==> config.mk <==
export PLATFORM = sky130hd
export DESIGN_NAME = flash_region_guard
export DESIGN_NICKNAME = d
export VERILOG_FILES = /design/src/rtl/flash_region_guard.sv
export SDC_FILE = /design/constraint.sdc
export NUM_CORES = 1
export LEC_CHECK = 0
export BUFFER_PORTS_ARGS = -buffer_cell sky130_fd_sc_hd__buf_4
export CAP_MARGIN = 20
export CORE_MARGIN = 8
export CORE_UTILIZATION = 33
export CTS_BUF_LIST = sky130_fd_sc_hd__clkbuf_8
export DETAILED_ROUTE_END_ITERATION = 12
export PLACE_DENSITY_LB_ADDON = 0.15
export SYNTH_ARGS = -nofsm -noshare
export SYNTH_HDL_FRONTEND = slang
export SYNTH_SLANG_ARGS = --single-unit
==> constraint.sdc <==
create_clock -name clk -period 2.66 [get_ports clk]
set_input_delay 0.133 -clock clk [delete_from_list [all_inputs] [get_ports clk]]
set_output_delay 0.133 -clock clk [all_outputs]
set_load 0.01 [all_outputs]
==> src/rtl/flash_region_guard.sv <==
module flash_region_guard #(
  parameter int ADDR_W  = 24,
  parameter int DATA_W  = 32,
  parameter int NREG    = 5,
  parameter int PAGE_SH = 12
) (
  input  logic                          clk,
  input  logic                          rst_n,
  input  logic                          strap_n,
  input  logic [NREG*(ADDR_W-12)-1:0]   cfg_base,
  input  logic [NREG*(ADDR_W-12)-1:0]   cfg_limit,
  input  logic [NREG-1:0]               cfg_rd_perm,
  input  logic [NREG-1:0]               cfg_wr_perm,
  input  logic                          hst_req,
  input  logic                          hst_we,
  input  logic [ADDR_W-1:0]             hst_addr,
  input  logic [DATA_W-1:0]             hst_wdata,
  output logic                          hst_deny,
  output logic                          fl_req,
  output logic                          fl_we,
  output logic [ADDR_W-1:0]             fl_addr,
  output logic [DATA_W-1:0]             fl_wdata,
  input  logic                          sts_wr,
  input  logic [15:0]                   sts_wdata,
  output logic [15:0]                   sts_rdata
);

  localparam int PG_W = ADDR_W - PAGE_SH;

  logic [PG_W-1:0] page;
  logic [NREG-1:0] hit, sel;
  logic            perm_ok, grant;
  logic            sampled_q, ovr_q, err_q;
  logic            unused_wbits;

  assign page = hst_addr[ADDR_W-1:PAGE_SH];

  for (genvar i = 0; i < NREG; i++) begin : g_rgn
    logic [PG_W-1:0] base, lim;
    assign base   = cfg_base[i*PG_W +: PG_W];
    assign lim    = cfg_limit[i*PG_W +: PG_W];
    assign hit[i] = (lim >= base) && (page >= base) && (page <= lim);
  end

  // lowest index wins on overlap
  assign sel     = hit & (~hit + NREG'(1));
  assign perm_ok = hst_we ? |(sel & cfg_wr_perm) : |(sel & cfg_rd_perm);
  assign grant   = (|hit) && (ovr_q || perm_ok);

  assign hst_deny = hst_req & ~grant;
  assign fl_req   = hst_req & grant;
  assign fl_we    = hst_we;
  assign fl_addr  = hst_addr;
  assign fl_wdata = hst_wdata;

  always_ff @(posedge clk or negedge rst_n) begin
    if (!rst_n) begin
      sampled_q <= 1'b0;
      ovr_q     <= 1'b0;
    end else if (!sampled_q) begin
      sampled_q <= 1'b1;
      ovr_q     <= ~strap_n;
    end
  end

  always_ff @(posedge clk or negedge rst_n) begin
    if (!rst_n)                      err_q <= 1'b0;
    else if (hst_deny)               err_q <= 1'b1;
    else if (sts_wr && sts_wdata[0]) err_q <= 1'b0;
  end

  assign sts_rdata    = {2'b00, ~ovr_q, 12'h000, err_q};
  assign unused_wbits = ^sts_wdata[15:1];

  p_sel_onehot_r1: assert property (@(posedge clk) disable iff (!rst_n)
    $onehot0(sel));

  p_unmapped_deny_r2: assert property (@(posedge clk) disable iff (!rst_n)
    (hst_req && !(|hit)) |-> hst_deny);

  p_ovr_hold_r4: assert property (@(posedge clk) disable iff (!rst_n)
    sampled_q |=> $stable(ovr_q));

  p_ovr_grant_r5: assert property (@(posedge clk) disable iff (!rst_n)
    (ovr_q && hst_req && (|hit)) |-> fl_req);

  p_err_set_r7: assert property (@(posedge clk) disable iff (!rst_n)
    hst_deny |=> sts_rdata[0]);

  p_err_hold_r7: assert property (@(posedge clk) disable iff (!rst_n)
    (sts_rdata[0] && !(sts_wr && sts_wdata[0])) |=> sts_rdata[0]);

  p_presample_r8: assert property (@(posedge clk) disable iff (!rst_n)
    !sampled_q |-> sts_rdata[13]);

endmodule

# Word-level counts from Yosys, hierarchy flattened
# Index checks and enable logic that the tools add are counted.
# word_totals
register_bits	3
output_inout_bits	75
elab_cells	48
# classes
add_sub_neg	1
order_cmp	15
mux	3
bitwise	9
n_reduce_logical	17
# ops
cell	count
12-bit greater-or-equal comparator	10
12-bit <= comparator	5
5-bit bitwise AND	3
5-bit OR reduction	3
1-bit logical AND	12
5-bit by 1-bit adder with 5-bit output (second input constant)	1
5-bit NOT	1
1-bit 2-to-1 mux	3
1-bit NOT	3
1-bit bitwise AND	2
2-bit nonzero test	1
1-bit logical OR	1

# Logic depth before layout (Yosys ltp)
# Gate-level depths: netlist of the first run.
# depth
word_depth	14
mapped_depth	11
mapped_depth_nobuf	11

# Worst setup path before layout of the first run
# No wires, ideal clock.
# synth_timing
path_type	input to output
startpoint	input hst_addr[12]
endpoint	output hst_deny
t_arrival_ns	2.438
setup_slack_ns	0.089
cell_stages	11
cell_sequence	inv_1 > ha_1 > nand2b_4 > a2111oi_4 > nor4_1 > or4_4 > a41o_1 > a21o_1 > a211o_1 > nand3_1 > and2_1
# synth_via
elab_chain_len	13
# synth_rtl
element	line	text
start, declared	16	input logic [ADDR_W-1:0] hst_addr,
12-bit greater-or-equal comparator	42	assign hit[i] = (lim >= base) && (page >= base) && (page <= lim);
1-bit logical AND (2 in series)	42	
5-bit NOT	46	assign sel = hit & (~hit + NREG'(1));
5-bit by 1-bit adder with 5-bit output	46	
5-bit bitwise AND	46	
5-bit bitwise AND	47	assign perm_ok = hst_we ? |(sel & cfg_wr_perm) : |(sel & cfg_rd_perm);
5-bit OR reduction	47	
1-bit 2-to-1 mux	47	
1-bit logical OR	48	assign grant = (|hit) && (ovr_q || perm_ok);
1-bit logical AND (*)	48	
1-bit NOT (*)	50	assign hst_deny = hst_req & ~grant;
1-bit bitwise AND (*)	50	
end, declared	18	output logic hst_deny,
# Every way passes the cells marked *; elsewhere a longest branch is shown, timed or not.

# Worst setup path after layout of the first run
# Same ends and word-level chain as after synthesis.

==> reports/results.tsv, run 1 <==
metric	value	unit
finalSetupViolCount	3	
yosysMostFrequentCell	ha_1	
wl_per_cell	16.2	um
netlist.area_leader.share	44.2	%
antenna_found_initial	0	
rsz0062_at_grt	yes	
min_path_type	input port to register	
syn_inst	659	
cp_top_family	simple AND/OR/NAND/NOR gates	
drcViolationCount	0	
arrival	2.76	ns
cts_num_sinks	3	
cp_slowest_stage_delay	0.45	ns
synth_edf_count	0	
synth_warnings	0	
status	finished with violations	
synth.area.top_cells	ha_1, buf_4, inv_1	
hold_start	strap_n	
viasPerCell	4.94	
synthesis.area	5090	sq um
maxSlewHeadroom	60.5	%
fin_nets	1258	
grt_pass1_wl	27.0	mm
dp_hpwl	14.8	mm
drv_cap	0	
area_growth	42.0	%
synthTopCellsByCount	ha_1, inv_1, buf_4	
ir_drop	0.000128	V
cp_cell_sequence	buf_8 -> clkinvlp_4 -> buf_6 -> ha_4 -> nand2b_4 -> a2111oi_4 -> nor4_2 -> or4_4 -> nand3_4 -> o311ai_4 -> or3_4 -> a21boi_2 -> and2_4 -> buf_6	
multi_input_area	4390	sq um
numCtsBuffers	3	
rrSetupSlack	1.66	ns
total_power	0.00141	W
routed-via-count	5218	
io_buffer_count	165	
cp.buffers_inverters	4	
place.gp.congestion	0.889	
final_cell_area	7230	sq um
first_iter_violations	95	
synth_area_per_cell	7.73	sq um
grt-ovfl-total	0	
grt_start_max_net_pins	12	
start_util	33.6	%
firstDrtPassIters	4	
fmax	0.346	GHz
drive_gt1_share	35.9	%
critPathRequiredTime	2.53	ns
slew_viol_final	0	
ys_async_sr_fraction	100	%
fin_skew	0.00409	ns
clk_latency	0.22	ns
coreArea	15100	sq um
reg2regPathDepth	4	
num-fill-cells	1516	
cp_max_fo	4	
ys_seq_elements	3	
die_area	19700	sq um
pre_cts_slack	-0.308	ns
ctsHtreeMaxLevel	1	
postPlaceCellArea	6730	sq um
rows	45	
finalCritPeriodShare	109	%
worstReg2RegEnd	err_q	
die_h	140	um
hold_viol_final	0	
period_needed	2.89	ns
yosysTopAreaCell	ha_1	
worstHoldPathCells	2	
yosysUniqueCellTypes	53	
startpoint_type	input port	
end_kind	output pin	
violations	setup timing	
tns	-0.595	ns
crit_slowest_cell	or4_4	
cts_root_buf	clkbuf_8	
clk_pin_slew_worst_paths	0.03	ns
critPathMostFrequentCell	buf_6	
seqCellArea	75.1	sq um
final.setup.worst_slack	-0.234	ns
routed_wl	17.1	mm
worstMarginPinSlew	0.586	ns
worstHoldEndpoint	ovr_q	
clock_tree.buffer_depth	2	
leakage	4.13	nW
antenna_cells	0	
io_pins	283	
synth_ff_type	dfrtp_1	
die_w	140	um
grt_util_all_layers	16.5	%
worst-setup-path-type	input port to output pin	
r2r-start	ovr_q	
p_per_area	195	nW/um^2
grt_pass1_vias	5623	
synth-seq-area-share	1.47	%
detail-route-antenna-nets	0	
cts_tree	done	
-- cells in the final DEF (no fill, tap or decap), types with 4 or more instances in the layout --
master,n
conb_1,15
o211ai_1,6
ha_1,175
nand2_1,25
buf_4,254
o21ai_0,14
nand4_1,24
a21oi_1,54
nand3_1,8
and4_1,4
ha_4,5
inv_1,120
nor2_1,13
a21o_1,22
nor3_1,11
a211oi_1,9
nand2b_1,4
o21ai_1,11
buf_6,9
nor2b_1,11
a211o_1,4
-- power breakdown --
group | internal, W | leakage (nW) | switching (W)
Sequential | 0.0000522 | 0.0345 | 0.00000389
Clock | 0.0000985 | 0.0269 | 0.0000338
Combinational | 0.000640 | 4.07 | 0.000580
-- flip-flops by register name, summed over array words and instances, names as in the netlist --
register	count
err_q	1
ovr_q	1
sampled_q	1
-- final cells by class --
type	count	share of cell area, %
repair buffers	265	28.1
inverters	120	6.28
clock buffers	3	0.571
multi-input cells	477	60.7
clock inverters	1	0.0519
well taps	188	3.25
flip-flops and latches	3	1.04
-- per-stage QoR --
| stage | hold WS, ns | utilization, % | instances |
|---|---|---|---|
| floorplan | -0.163 | - | 672 |
| global placement | -0.0765 | 44.4 | 1040 |
| detailed placement | -0.0743 | 44.4 | 1040 |
| CTS | 0.0911 | 46.3 | 1054 |
| global route | 0.104 | 47.8 | 1057 |
| finish | 0.0876 | 47.8 | 1057 |
-- kinds of logic (layout without fill, tap and decap cells) --
kind of cell               count (synthesis)  in the layout  share of synthesized area [%]
and+or+nand+nor                          125            125                           14.0
adders and majority gates                180            180                           44.2
buffers and inverters                    192            389                           19.4
other                                      2             15                          0.147
DFF                                        3              3                           1.47
muxes                                      1              1                          0.196
AOI/OAI and AO/OA                        156            156                           20.5
-- routing by layer --
layer / up-vias / share of wire (%) / track usage, %
li1: 2708 / - / -
met1: 2354 / 45 / 19.7
met2: 136 / 50 / 31.0
met3: 20 / 4.8 / 2.68
met4: 0 / 0.73 / 2.06
met5: - / 0 / 0
-- worst register-to-register path, cell delays in order, from the launching register on --
cell and delay [ns]:
dfrtp_1 0.35, a21boi_2 0.08, buf_4 0.13, buf_4 0.12
a22o_1 0.20
-- worst max path at each step --
stage | endpoint | slack, ns | startpoint | cells after the start
global placement | hst_deny | -0.27 | cfg_base[24] | 14
CTS | hst_deny | -0.22 | hst_addr[12] | 14
global route | hst_deny | -0.34 | cfg_base[26] | 16
floorplan | hst_deny | 0.09 | hst_addr[12] | 11
detailed placement | fl_req | -0.31 | hst_addr[12] | 15
finish | hst_deny | -0.23 | hst_addr[12] | 14
-- timing repair --
item,in CTS,in global routing
resized for setup,28,29
endpoints found under the hold margin,3,0
hold buffers,1,0
pin swaps,21,17
setup endpoints to repair,2,3
buffers inserted,9,6
No activity file was read; power rests on OpenSTA's default activity.
==> inputs of run 2 (changes only) <==
--- a/config.mk
+++ b/config.mk
@@ -5,8 +5,8 @@
 export SDC_FILE = /design/constraint.sdc
 export NUM_CORES = 1
 export LEC_CHECK = 0
+export ABC_AREA = 1
 export BUFFER_PORTS_ARGS = -buffer_cell sky130_fd_sc_hd__buf_4
-export CAP_MARGIN = 20
 export CORE_MARGIN = 8
 export CORE_UTILIZATION = 33
 export CTS_BUF_LIST = sky130_fd_sc_hd__clkbuf_8
==> run 2 against run 1 <==
The flow now finishes without violations. Global-route usage down 1.9 points. Die area rose by 8.5%. Clock-buffer cell count is the same. Synthesized cell count up 36%. First-iteration DRC count decreased by 3.2%. Clock power about the same. Combinational power is 19% lower. Clock skew shrank 0.0035 ns. Critical path depth is 6 higher. Largest cell class unchanged.
==> reports/results.tsv, run 2 <==
metric	value	unit	change
routed-via-count	5218		unchanged
seqCellArea	75.1	sq um	unchanged
yosysMostFrequentCell	nand2_1		was ha_1
grt_util_all_layers	14.7	%	was 16.5%
area_growth	19.6	%	was 42.0%
rsz0062_at_grt	no		was yes
drcViolationCount	0		unchanged
r2r-start	ovr_q		unchanged
worstReg2RegEnd	err_q		unchanged
worstHoldEndpoint	ovr_q		unchanged
stdcell_count	1231		was 1,057
p_per_area	176	nW/um^2	was 195 nW/um^2
critPathMostFrequentCell	nand2_1		was buf_6
grt_pass1_vias	5369		was 5,623
postCtsSetupBuffers	0		was 9
clk_latency	0.22	ns	about the same
cts_num_sinks	3		unchanged
syn_inst	898		was 659
die_area	21300	sq um	was 19,700 sq um
synth.area.top_cells	ha_1, nand2_1, inv_1		was ha_1, buf_4, inv_1
place.gp.congestion	0.802		was 0.889
io_pins	283		unchanged
routed_wl	15.9	mm	was 17.1 mm
start_util	33.7	%	was 33.6%
drv_cap	0		unchanged
numCtsBuffers	3		unchanged
critPathRequiredTime	2.53	ns	about the same
tns	0	ns	was -0.595 ns
viasPerCell	4.24		was 4.94
antenna_found_initial	0		unchanged
cp_max_fo	11		was 4
worst-setup-path-type	input port to output pin		unchanged
clk_pin_slew_worst_paths	0.03	ns	about the same
drive_gt1_share	19.5	%	was 35.9%
arrival	2.14	ns	was 2.76 ns
crit_slowest_cell	ha_1		was or4_4
wl_per_cell	12.9	um	was 16.2 um
synthTopCellsByCount	nand2_1, inv_1, ha_1		was ha_1, inv_1, buf_4
end_kind	output pin		unchanged
cts_tree	done		unchanged
die_h	146	um	was 140 um
cp_slowest_stage_delay	0.31	ns	was 0.45 ns
ir_drop	0.000120	V	was 0.000128 V
postCtsHoldBufs	1		unchanged
worstHoldPathCells	2		unchanged
rows	47		was 45
dp_hpwl	13.9	mm	was 14.8 mm
hold_start	strap_n		unchanged
fmax	0.440	GHz	was 0.346 GHz
reg.largest.list	err_q (1), ovr_q (1), sampled_q (1)		unchanged
ys_seq_elements	3		unchanged
finalCritPeriodShare	85.5	%	was 109%
leakage	4.35	nW	was 4.13 nW
grt_pass1_wl	25.9	mm	was 27.0 mm
firstDrtPassIters	5		was 4
ctsHtreeMaxLevel	1		unchanged
die_w	146	um	was 140 um
status	finished, final reports clean		was finished with violations
cp.depth	20		was 14
synth_edf_count	0		unchanged
cp.buffers_inverters	4		unchanged
ctsResizeCount	0		was 28
dp.cells	1226		was 1,040
yosysUniqueCellTypes	26		was 53
synth_ff_type	dfrtp_1		unchanged
slew_viol_final	0		unchanged
fin_nets	1400		was 1,258
synthesis.area	5580	sq um	was 5090 sq um
coreArea	16600	sq um	was 15,100 sq um
fin_skew	0.000549	ns	was 0.00409 ns
synth_area_per_cell	6.22	sq um	was 7.73 sq um
rrSetupSlack	1.86	ns	was 1.66 ns
cp_cell_sequence	buf_4 -> ha_1 -> nand2_1 -> nor2_2 -> inv_1 -> nor2_1 -> nand2_1 -> nand2_1 -> nand2_1 -> nor2_2 -> nand3_1 -> nor2_1 -> nor2_1 -> nand3_1 -> nand2_1 -> nand3_2 -> nand2_2 -> nand2_2 -> inv_1 -> buf_4		was buf_8 -> clkinvlp_4 -> buf_6 -> ha_4 -> nand2b_4 -> a2111oi_4 -> nor4_2 -> or4_4 -> nand3_4 -> o311ai_4 -> or3_4 -> a21boi_2 -> and2_4 -> buf_6
reg2regPathDepth	5		was 4
grt-ovfl-total	0		unchanged
grt_start_max_net_pins	12		unchanged
ys_async_sr_fraction	100	%	unchanged
netlist.area_leader.share	40.3	%	was 44.2%
cts_root_buf	clkbuf_8		unchanged
multi_input_area	4230	sq um	was 4390 sq um
hold_viol_final	0		unchanged
detail-route-antenna-nets	0		unchanged
num-fill-cells	1873		was 1,516
clock_tree.buffer_depth	2		unchanged
first_iter_violations	92		was 95
finalSetupViolCount	0		was 3
synth_warnings	0		unchanged
min_path_type	input port to register		unchanged
antenna_cells	0		unchanged
yosysTopAreaCell	ha_1		unchanged
synth-seq-area-share	1.34	%	was 1.47%
startpoint_type	input port		unchanged
final_common_cell	nand2_1		was buf_4
whs	0.111	ns	was 0.0876 ns
period_needed	2.27	ns	was 2.89 ns
io_buffer_count	165		unchanged
cp_top_family	simple AND/OR/NAND/NOR gates		unchanged
final_cell_mix	nand2_1, inv_1, ha_1, buf_4, nor2_1		was buf_4, ha_1, inv_1, a21oi_1, nand2_1
-- run 2: cell count changes after synthesis, sizes merged, moves of 7 or more --
| cell | delta |
|---|---|
| inv | +88 |
| nand4 | -12 |
| a211oi | -12 |
| nand2 | +210 |
| nand2b | -7 |
| nor2 | +53 |
| a21o | -16 |
| nor2b | -11 |
| nand3 | +26 |
| o21ai | -15 |
| nor3 | -10 |
| o211ai | -7 |
-- run 2: kinds of logic (layout without fill, tap and decap cells) --
group | after synthesis | in the layout | synth area share [%]
DFF | 3 | 3 | 1.34
buffers and inverters | 281 | 381 | 23.7
AOI/OAI and AO/OA | 74 | 74 | 6.93
and+or+nand+nor | 358 | 358 | 27.5
adders and majority gates | 180 | 180 | 40.3
other | 2 | 15 | 0.135
-- run 2: final cells by class --
| cell class | instances | area share [%] |
|---|---|---|
| clock buffers | 3 | 0.619 |
| flip-flops and latches | 3 | 1.12 |
| clock inverters | 1 | 0.0562 |
| inverters | 209 | 11.8 |
| well taps | 220 | 4.12 |
| multi-input cells | 627 | 63.4 |
| repair buffers | 168 | 18.9 |
-- run 2: per-layer routing --
layer  vias to the layer above  global-route usage, %  routed length, um
met5                         -                      0                  0
met4                         0                   1.44                 84
met3                         8                   2.38                773
met2                       103                   26.5               7570
met1                      2144                   18.4               7480
li1                       2963                      -                  -
-- run 2: worst max-delay path by stage --
stage | slack (ns) | start | endpoint
after detailed placement | 0.33 | hst_addr[12] | hst_deny
after CTS | 0.33 | hst_addr[23] | hst_deny
after floorplan | 0.83 | hst_addr[12] | fl_req
after global placement | 0.32 | hst_addr[12] | hst_deny
final | 0.39 | hst_addr[23] | hst_deny
after global routing | 0.07 | hst_addr[23] | hst_deny
-- run 2: worst reg2reg max path: cells and delay by family (launching register included) --
family,cells,cell delay [ns]
buffers and inverters,1,0.10
flip-flops,1,0.37
AND/OR/NAND/NOR,4,0.25
-- run 2: through the flow --
step	setup slack [ns]	cell area, sq um	util [%]	total power [W]
global placement	0.319	6620	39.9	0.00105
CTS	0.325	6680	40.3	0.00120
finish	0.386	6680	40.3	0.00117
floorplan	0.831	5630	-	0.000753
detailed placement	0.329	6620	39.9	0.00105
global route	0.0724	6680	40.3	0.00136
-- run 2: power breakdown --
part	total [W]	leakage, nW	switching [W]	internal [W]
Clock	0.000130	0.0269	0.0000314	0.0000984
Combinational	0.000990	4.29	0.000537	0.000453
Sequential	0.0000535	0.0343	0.00000278	0.0000508
Total	0.00117	4.35	0.000571	0.000602
==> inputs of run 3 (changes only) <==
--- a/config.mk
+++ b/config.mk
@@ -9,7 +9,7 @@
 export BUFFER_PORTS_ARGS = -buffer_cell sky130_fd_sc_hd__buf_4
 export CORE_MARGIN = 8
 export CORE_UTILIZATION = 33
-export CTS_BUF_LIST = sky130_fd_sc_hd__clkbuf_8
+export CTS_BUF_LIST = sky130_fd_sc_hd__clkbuf_4 sky130_fd_sc_hd__clkbuf_8
 export DETAILED_ROUTE_END_ITERATION = 12
 export PLACE_DENSITY_LB_ADDON = 0.15
 export SYNTH_ARGS = -nofsm -noshare
==> run 3 against run 2 <==
Global-route usage about the same. Largest cell class unchanged. Highest routed layer unchanged. Non-clock buffer count unchanged. Clock-buffer cell count increased by 1. Die area unchanged. Design area about the same.
==> reports/results.tsv, run 3 (synthesis results as in run 2) <==
metric	value	unit	change
period_needed	2.28	ns	was 2.27 ns
critPathMostFrequentCell	nand2_1		unchanged
cp_top_family	simple AND/OR/NAND/NOR gates		unchanged
tns	0	ns	unchanged
cts_tree	done		unchanged
detail-route-antenna-nets	0		unchanged
cp_cell_sequence	buf_4 -> ha_1 -> nand2_1 -> nor2_2 -> inv_1 -> nor2_1 -> nand2_1 -> nand2_1 -> nand2_1 -> nor2_2 -> nand3_1 -> nor2_1 -> nor2_1 -> nand3_1 -> nand2_1 -> nand3_2 -> nand2_2 -> nand2_2 -> inv_1 -> buf_4		unchanged
routed-via-count	5216		was 5,218
leakage	4.35	nW	about the same
slew_viol_final	0		unchanged
fin_skew	0.00277	ns	was 0.000549 ns
grt_start_max_net_pins	12		unchanged
routed_wl	15.9	mm	about the same
p_per_area	178	nW/um^2	was 176 nW/um^2
drcViolationCount	0		unchanged
startpoint_type	input port		unchanged
area_growth	19.6	%	about the same
antenna_found_initial	0		unchanged
cts_root_buf	clkbuf_8		unchanged
grt-ovfl-total	0		unchanged
rows	47		unchanged
worst-setup-path-type	input port to output pin		unchanged
die_area	21300	sq um	unchanged
grt_pass1_vias	5370		was 5,369
clk_pin_slew_worst_paths	0.03	ns	about the same
grt_pass1_wl	25.9	mm	about the same
arrival	2.14	ns	about the same
io_pins	283		unchanged
die_h	146	um	unchanged
hold_viol_final	0		unchanged
numCtsBuffers	3		unchanged
reg.largest.list	err_q (1), ovr_q (1), sampled_q (1)		unchanged
drive_gt1_share	19.6	%	was 19.5%
start_util	33.7	%	unchanged
wl_per_cell	12.9	um	about the same
ir_drop	0.000123	V	was 0.000120 V
first_iter_violations	83		was 92
die_w	146	um	unchanged
cp_max_fo	11		unchanged
final_cell_mix	nand2_1, inv_1, ha_1, buf_4, nor2_1		unchanged
fmax	0.439	GHz	was 0.440 GHz
finalCritPeriodShare	85.5	%	about the same
io_buffer_count	165		unchanged
firstDrtPassIters	4		was 5
dp_hpwl	13.9	mm	unchanged
fin_nets	1400		unchanged
critPathRequiredTime	2.53	ns	about the same
final_common_cell	nand2_1		unchanged
ctsHtreeMaxLevel	1		unchanged
coreArea	16600	sq um	unchanged
viasPerCell	4.24		about the same
ctsResizeCount	0		unchanged
rsz0062_at_grt	no		unchanged
cp.buffers_inverters	4		unchanged
clock_tree.buffer_depth	2		unchanged
drv_cap	0		unchanged
antenna_cells	0		unchanged
place.gp.congestion	0.802		unchanged
status	finished, final reports clean		unchanged
end_kind	output pin		unchanged
cts_num_sinks	3		unchanged
finalSetupViolCount	0		unchanged
grt_util_all_layers	14.7	%	about the same
crit_slowest_cell	ha_1		unchanged
rrSetupSlack	1.87	ns	was 1.86 ns
cp_slowest_stage_delay	0.31	ns	about the same
stdcell_count	1231		unchanged
clk_latency	0.22	ns	about the same
dp.cells	1226		unchanged
min_path_type	input port to register		unchanged
-- run 3: cell count changes in the layout (fill, tap and decap cells not counted), sizes merged --
cell / change
clkbuf: +1
inv: -1
-- run 3: worst paths after layout --
path | from | endpoint | depth (start not counted)
max | hst_addr[23] | hst_deny | 20
min | strap_n | ovr_q | 2
max reg2reg | ovr_q | err_q | 5
min reg2reg | sampled_q | ovr_q | 1
max in group asynchronous | rst_n | ovr_q | 2
min in group asynchronous | rst_n | err_q | 2
-- run 3: per-stage QoR --
stage                     instance area [sq um]  hold slack (ns)  utilization, %  setup slack [ns]  total power, W
after floorplan                            5630           -0.163               -             0.831        0.000753
after global placement                     6620          -0.0751            39.9             0.319         0.00105
after detailed placement                   6620          -0.0758            39.9             0.329         0.00105
after CTS                                  6680            0.115            40.3             0.325         0.00121
after global routing                       6680            0.136            40.3            0.0724         0.00137
final                                      6680            0.112            40.3             0.385         0.00119
-- run 3: final cells by class --
| type | instances | area [sq um] |
|---|---|---|
| clock buffers | 4 | 48.8 |
| fillers | 1873 | 9900 |
| inverters | 209 | 785 |
| multi-input cells | 627 | 4230 |
| flip-flops and latches | 3 | 75.1 |
| well taps | 220 | 275 |
| repair buffers | 168 | 1260 |
-- run 3: power breakdown --
| group | switching [W] | leakage (nW) | total (W) | internal [W] |
|---|---|---|---|---|
| clock | 0.0000345 | 0.0262 | 0.000147 | 0.000113 |
| combinational | 0.000536 | 4.29 | 0.000989 | 0.000453 |
| sequential | 0.00000238 | 0.0343 | 0.0000531 | 0.0000507 |
-- run 3: worst reg2reg max path: cells and delay by family (launching register included) --
kind | cells | cell delay, ns
AND/OR/NAND/NOR | 4 | 0.27
buffers and inverters | 1 | 0.09
flip-flops | 1 | 0.37
-- run 3: what timing repair did --
action	4_1_cts	5_1_grt
hold buffers	1	0
endpoints found under the hold margin	3	0
setup buffers	0	0
-- run 3: metal layers --
layer	track usage (%)	vias up	share of wire [%]
met3	2.38	8	4.9
met2	26.6	105	48
li1	-	2963	-
met4	1.44	0	0.53
met5	0	-	0
met1	18.4	2140	47
